$ cat config.mk
export PLATFORM = sky130hd
export DESIGN_NAME = cal_clock
export DESIGN_NICKNAME = d
export VERILOG_FILES = /design/src/rtl/cal_pkg.sv /design/src/rtl/cal_advance.sv /design/src/rtl/cal_snap.sv /design/src/rtl/cal_stage.sv /design/src/rtl/cal_clock.sv
export SDC_FILE = /design/constraint.sdc
export NUM_CORES = 1
export LEC_CHECK = 0
export CORE_MARGIN = 10
export CORE_UTILIZATION = 46
export DETAILED_ROUTE_END_ITERATION = 16
export HOLD_SLACK_MARGIN = 0.12
export PLACE_DENSITY = 0.72
export SYNTH_ARGS = -nofsm -noshare
export SYNTH_HDL_FRONTEND = slang
export SYNTH_HIERARCHICAL = 1
export SYNTH_SLANG_ARGS = --single-unit
$ cat constraint.sdc
create_clock -name clk -period 5 [get_ports clk]
set_input_delay 0.75 -clock clk [delete_from_list [all_inputs] [get_ports clk]]
set_output_delay 0.75 -clock clk [all_outputs]
set_load 0.005 [all_outputs]
$ cat src/rtl/cal_pkg.sv
package cal_pkg;
  localparam int NF     = 7;
  localparam int F_SEC  = 0;
  localparam int F_MIN  = 1;
  localparam int F_HR   = 2;
  localparam int F_DATE = 3;
  localparam int F_MON  = 4;
  localparam int F_YR   = 5;
  localparam int F_DOW  = 6;

  typedef logic [NF-1:0][7:0] caltime_t;

  localparam caltime_t CAL_RESET = {8'h00, 8'h00, 8'h01, 8'h01, 8'h80, 8'h00, 8'h00};

  function automatic logic [7:0] bcd_inc(input logic [7:0] x);
    if (x[3:0] == 4'h9) return {x[7:4] + 4'h1, 4'h0};
    return x + 8'h01;
  endfunction

  function automatic logic is_leap(input logic [7:0] yr);
    logic [7:0] b;
    b = ({4'h0, yr[7:4]} * 8'd10) + {4'h0, yr[3:0]};
    return b[1:0] == 2'b00;
  endfunction

  function automatic logic [7:0] month_len(input logic [7:0] mon, input logic leap);
    case (mon)
      8'h02:                      return leap ? 8'h29 : 8'h28;
      8'h04, 8'h06, 8'h09, 8'h11: return 8'h30;
      default:                    return 8'h31;
    endcase
  endfunction
endpackage

$ cat src/rtl/cal_advance.sv
module cal_advance
  import cal_pkg::*;
(
  input  caltime_t cur,
  output caltime_t nxt
);
  logic       c_min, c_hr, c_day, c_mon, c_yr, leap;
  logic [7:0] h, hnext, h12i, h24i, mlen;

  always_comb begin
    nxt   = cur;
    h     = cur[F_HR];
    hnext = h;
    h12i  = bcd_inc({3'b000, h[4:0]});
    h24i  = bcd_inc({2'b00, h[5:0]});
    c_day = 1'b0;

    c_min = (cur[F_SEC] == 8'h59);
    nxt[F_SEC] = c_min ? 8'h00 : bcd_inc(cur[F_SEC]);
    c_hr  = c_min && (cur[F_MIN] == 8'h59);
    if (c_min) nxt[F_MIN] = (cur[F_MIN] == 8'h59) ? 8'h00 : bcd_inc(cur[F_MIN]);

    if (h[7]) begin
      if (h[5:0] == 6'h23) begin
        hnext = 8'h80;
        c_day = 1'b1;
      end else begin
        hnext = 8'h80 | h24i;
      end
    end else begin
      if (h[4:0] == 5'h11) begin
        hnext = {2'b00, ~h[5], 5'h12};
        c_day = h[5];
      end else if (h[4:0] == 5'h12) begin
        hnext = {2'b00, h[5], 5'h01};
      end else begin
        hnext = {2'b00, h[5], h12i[4:0]};
      end
    end
    c_day = c_day && c_hr;
    if (c_hr) nxt[F_HR] = hnext;

    leap  = is_leap(cur[F_YR]);
    mlen  = month_len(cur[F_MON], leap);
    c_mon = c_day && (cur[F_DATE] == mlen);
    if (c_day) begin
      nxt[F_DATE] = (cur[F_DATE] == mlen) ? 8'h01 : bcd_inc(cur[F_DATE]);
      nxt[F_DOW]  = (cur[F_DOW] == 8'h06) ? 8'h00 : cur[F_DOW] + 8'h01;
    end
    c_yr = c_mon && (cur[F_MON] == 8'h12);
    if (c_mon) nxt[F_MON] = (cur[F_MON] == 8'h12) ? 8'h01 : bcd_inc(cur[F_MON]);
    if (c_yr)  nxt[F_YR]  = (cur[F_YR] == 8'h99) ? 8'h00 : bcd_inc(cur[F_YR]);
  end
endmodule

$ cat src/rtl/cal_snap.sv
module cal_snap
  import cal_pkg::*;
#(
  parameter int ADDR_W = 3
) (
  input  logic              clk,
  input  logic              rst,
  input  logic              cap,
  input  caltime_t          live,
  input  logic [ADDR_W-1:0] rd_addr,
  output logic [7:0]        rd_data
);
  caltime_t snap;

  always_ff @(posedge clk) begin
    if (rst) begin
      snap    <= CAL_RESET;
      rd_data <= 8'h00;
    end else begin
      if (cap) snap <= live;
      rd_data <= (int'(rd_addr) < NF) ? snap[rd_addr] : 8'h00;
    end
  end

  // snapshot frozen between captures
  a_r6_snap_hold: assert property (@(posedge clk) disable iff (rst)
    !cap |=> $stable(snap));
endmodule

$ cat src/rtl/cal_stage.sv
module cal_stage
  import cal_pkg::*;
#(
  parameter int ADDR_W = 3
) (
  input  logic              clk,
  input  logic              rst,
  input  logic              load,
  input  logic              clear,
  input  logic              wr_en,
  input  logic [ADDR_W-1:0] wr_addr,
  input  logic [7:0]        wr_data,
  input  caltime_t          live,
  output caltime_t          stage,
  output logic [NF-1:0]     dirty
);
  for (genvar i = 0; i < NF; i++) begin : g_field
    logic hit;
    assign hit = wr_en && (int'(wr_addr) == i);
    always_ff @(posedge clk) begin
      if (rst) begin
        stage[i] <= 8'h00;
        dirty[i] <= 1'b0;
      end else begin
        if (hit)       stage[i] <= wr_data;
        else if (load) stage[i] <= live[i];
        if (clear)     dirty[i] <= 1'b0;
        else if (hit)  dirty[i] <= 1'b1;
        else if (load) dirty[i] <= 1'b0;
      end
    end
  end

  // acknowledge before write data starts with no marked fields
  a_r7_ack_clears: assert property (@(posedge clk) disable iff (rst)
    (load && !wr_en) |=> (dirty == '0));
  // a write to an unused address marks nothing
  a_r11_bad_addr: assert property (@(posedge clk) disable iff (rst)
    (wr_en && int'(wr_addr) >= NF && !load && !clear) |=> $stable(dirty));
endmodule

$ cat src/rtl/cal_clock.sv
module cal_clock
  import cal_pkg::*;
#(
  parameter int ADDR_W = 3
) (
  input  logic              clk,
  input  logic              rst,
  input  logic              tick,
  input  logic              ack_rd,
  input  logic              ack_wr,
  input  logic              stop_ok,
  input  logic              abort,
  input  logic              wr_en,
  input  logic [ADDR_W-1:0] wr_addr,
  input  logic [7:0]        wr_data,
  input  logic [ADDR_W-1:0] rd_addr,
  output logic [7:0]        rd_data
);
  caltime_t      live, adv, stage;
  logic [NF-1:0] dirty;
  logic          run, commit;

  assign commit = stop_ok && !abort;

  cal_advance u_adv (.cur(live), .nxt(adv));

  cal_stage #(.ADDR_W(ADDR_W)) u_stage (
    .clk(clk), .rst(rst), .load(ack_wr), .clear(stop_ok || abort),
    .wr_en(wr_en), .wr_addr(wr_addr), .wr_data(wr_data),
    .live(live), .stage(stage), .dirty(dirty)
  );

  cal_snap #(.ADDR_W(ADDR_W)) u_snap (
    .clk(clk), .rst(rst), .cap(ack_rd), .live(live),
    .rd_addr(rd_addr), .rd_data(rd_data)
  );

  always_ff @(posedge clk) begin
    if (rst) begin
      live <= CAL_RESET;
      run  <= 1'b0;
    end else if (commit) begin
      for (int i = 0; i < NF; i++)
        if (dirty[i]) live[i] <= stage[i];
      run <= run || (|dirty);
    end else if (run && tick) begin
      live <= adv;
    end
  end

  // halted clock does not move without a commit
  a_r10_halt: assert property (@(posedge clk) disable iff (rst)
    (!run && !commit) |=> $stable(live));
  // unwritten seconds keep their running value across a commit
  a_r7_partial: assert property (@(posedge clk) disable iff (rst)
    (commit && !dirty[F_SEC]) |=> (live[F_SEC] == $past(live[F_SEC])));
  // abort leaves the time alone
  a_r8_abort: assert property (@(posedge clk) disable iff (rst)
    (abort && !(run && tick)) |=> $stable(live));
  // seconds wrap
  a_r2_sec_wrap: assert property (@(posedge clk) disable iff (rst)
    (run && tick && !commit && live[F_SEC] == 8'h59) |=> (live[F_SEC] == 8'h00));
endmodule

==> reports/results.ini <==
[power_and_ir_drop]
power.switching_mw = 0.774
switching_share = 0.243
ir_drop_mv = 0.153
combPwrFrac = 0.071
p_clk_frac = 0.455
seq_power_share = 0.475
p_per_area_nw_per_um2 = 291
leakagePower_nw = 4.05
p_int_mw = 2.41

[final_layout]
final_area_sq_um = 11000
drive_above_1_share = 0.0639
area_growth_pct = 7.72
diodes = 0
fin_nets = 1128
layout.cells.non_filler = 1376

[timing]
finalCritPeriodShare = 0.673
tns_ns = 0
drv_slew = 0
fmaxAchievable_ghz = 0.297
rsz0062_at_grt = no
fin_skew_ns = 0.0171
tightest_slew_ns = 1.35
finalCriticalPeriod_ns = 3.36
finalSetupViolations = 0
maxSlewHeadroom = 0.0936
hold_viol_final = 0

[synthesis]
yosysWarnings = 6
ys.flop_type = dfxtp_1
syn_avg_cell_area_sq_um = 9.16
synth_cell_type_count = 64
synth_cells = 1110
syn_area_sq_um = 10200
async_reset_ff_frac = 0
ys_ff_latch = 184
syn_nets = 1155
synth_edf_count = 0
ys_seq_area_frac = 0.362

[die]
die_x_um = 169
rows = 54
die-area_sq_um = 28400
die_y_um = 169
num_io_pins = 30
coreArea_sq_um = 21800
initial_utilization = 0.467

[grt]
grt_pass1_vias = 7587
track_usage = 0.177
grt_max_degree = 128
grt-ovfl-total = 0
antenna_found_initial = 0
grt_pass1_wl_um = 41500

[critical_path]
cp_max_fo = 15
cp-end-kind = register
r2r_start = live[16]
start_kind = register
worstPathRequired_ns = 5.33
cp.arrival_ns = 3.69
path_class = reg -> reg
worstSetupStartpoint = live[16]

[detailed_routing]
first_pass_iters = 5
drt-total-wl_um = 25700
drt_iter0_drc = 724
drc = 0
vias = 8168
wl_per_cell_um = 18.7
detail-route-antenna-nets = 0
via_per_inst = 5.94

[cts]
cts_sinks = 184
cts_resized = 0
clkLatencyLatePin_ns = 0.44
cts.root.buffer_cell = clkbuf_16
cts_tree = done
cts_buffers = 17
clkTransAtPathRegs_ns = 0.07
clockBufferDepth = 2
cts_hold_buffers = 0
htree_levels = 4
cts_setup_buffers = 0

[min_path]
hp-class = reg -> reg
min_from = run

[placement]
postPlaceCellArea_sq_um = 10300
hpwlAfterDp_um = 16800
gp_congestion = 0.876
port-buffer-count = 29
dp_cells = 1344

[flow_run]
drv_cap = 0

[outcome]
outcome = complete, no violations

-- cell families (layout without fill, tap and decap cells) --
kind of cell             Yosys count  after routing  synth area share
AO/OA/AOI/OAI                    218            218             0.158
flip-flops                       184            184             0.362
AND/OR/NAND/NOR                  370            370             0.179
multiplexers                     196            196             0.195
XOR/XNOR                          21             21            0.0181
buffers and inverters             98             84            0.0594
adder cells (fa/ha/maj)           23             23            0.0283
-- power groups by stage --
| stage | Clock [mW] | Combinational (mW) | Sequential, mW |
|---|---|---|---|
| after floorplan | 0 | 0.170 | 1.54 |
| after CTS | 1.47 | 0.224 | 1.51 |
| after global placement | 0 | 0.221 | 1.54 |
| after global routing | 1.53 | 0.240 | 1.51 |
| final | 1.45 | 0.225 | 1.51 |
| after detailed placement | 0 | 0.224 | 1.54 |
-- cells in the final DEF, fill, tap and decap left out, types with 9 or more instances in the layout --
cell type	synthesis	routed
nand4_1	10	10
nand3_1	23	23
nor2b_1	10	10
inv_1	18	18
nand2_1	46	46
nand3b_1	10	10
xnor2_1	12	12
ha_1	23	23
mux2i_1	183	183
xor2_1	9	9
a211oi_1	102	102
mux2_1	9	9
nand2b_1	16	16
nor2_1	196	196
a21oi_1	18	18
clkbuf_16	0	17
dfxtp_1	184	184
o21ai_0	32	32
a221oi_1	18	18
clkdlybuf4s50_1	0	26
-- flip-flops by register name, summed over array words and instances (netlist names) --
register and cells:
u_snap/snap 56, u_stage/stage 56, u_snap/rd_data 8, live 56, u_stage/dirty 7, run 1
-- final cells by class --
class                      count  area, sq um
clock buffer                  19          453
clock inverter                13          184
fill                        1960        10800
inverter                      18         67.6
multi-input combinational    828         5880
sequential                   184         3680
tap                          280          350
timing repair buffer          34          334
-- cell usage after synthesis (12+ instances only) --
master,n,area share
nand2_1,46,0.017
a21oi_1,18,0.0089
nand2b_1,16,0.0098
clkbuf_1,25,0.0092
buf_2,23,0.011
xnor2_1,12,0.010
inv_1,18,0.0066
o21ai_0,32,0.016
a211oi_1,102,0.075
mux2i_1,183,0.18
dfxtp_1,184,0.36
nand3_1,23,0.011
a221oi_1,18,0.016
ha_1,23,0.028
nor2_1,196,0.072
-- per-stage QoR --
stage          power, mW   util  setup slack [ns]  hold WS (ns)
2_1_floorplan       1.71      -              2.26         0.437
3_3_place_gp        1.76  0.474              1.81         0.455
3_5_place_dp        1.77  0.474              1.73         0.465
4_1_cts             3.20  0.503              1.71         0.481
5_1_grt             3.29  0.503              1.40         0.514
6_report            3.18  0.503              1.64         0.469
-- routing by layer --
metal,track usage,share of wire,vias up
met5,0,0,-
met4,0.0643,0.026,0
met3,0.0313,0.066,40
met2,0.271,0.44,258
met1,0.244,0.47,3872
li1,-,-,3998
-- worst paths after layout --
path | endpoint | slack [ns] | depth (start not counted)
max reg2reg | live[32] | 1.64 | 11
max | live[32] | 1.64 | 11
min | run | 0.47 | 2
min reg2reg | run | 0.47 | 2
-- critical path, cell delays in order (launching register included) --
cell and delay [ns]:
dfxtp_1 0.61, nor2b_1 0.30, nor4b_1 0.48, ha_1 0.27, nor2_1 0.07, nor3_1 0.21
buf_4 0.22, nand4_1 0.37, xnor2_1 0.25, mux2_1 0.29, mux2i_1 0.13, nand2b_1 0.06
(Power assumes the default switching activity.)
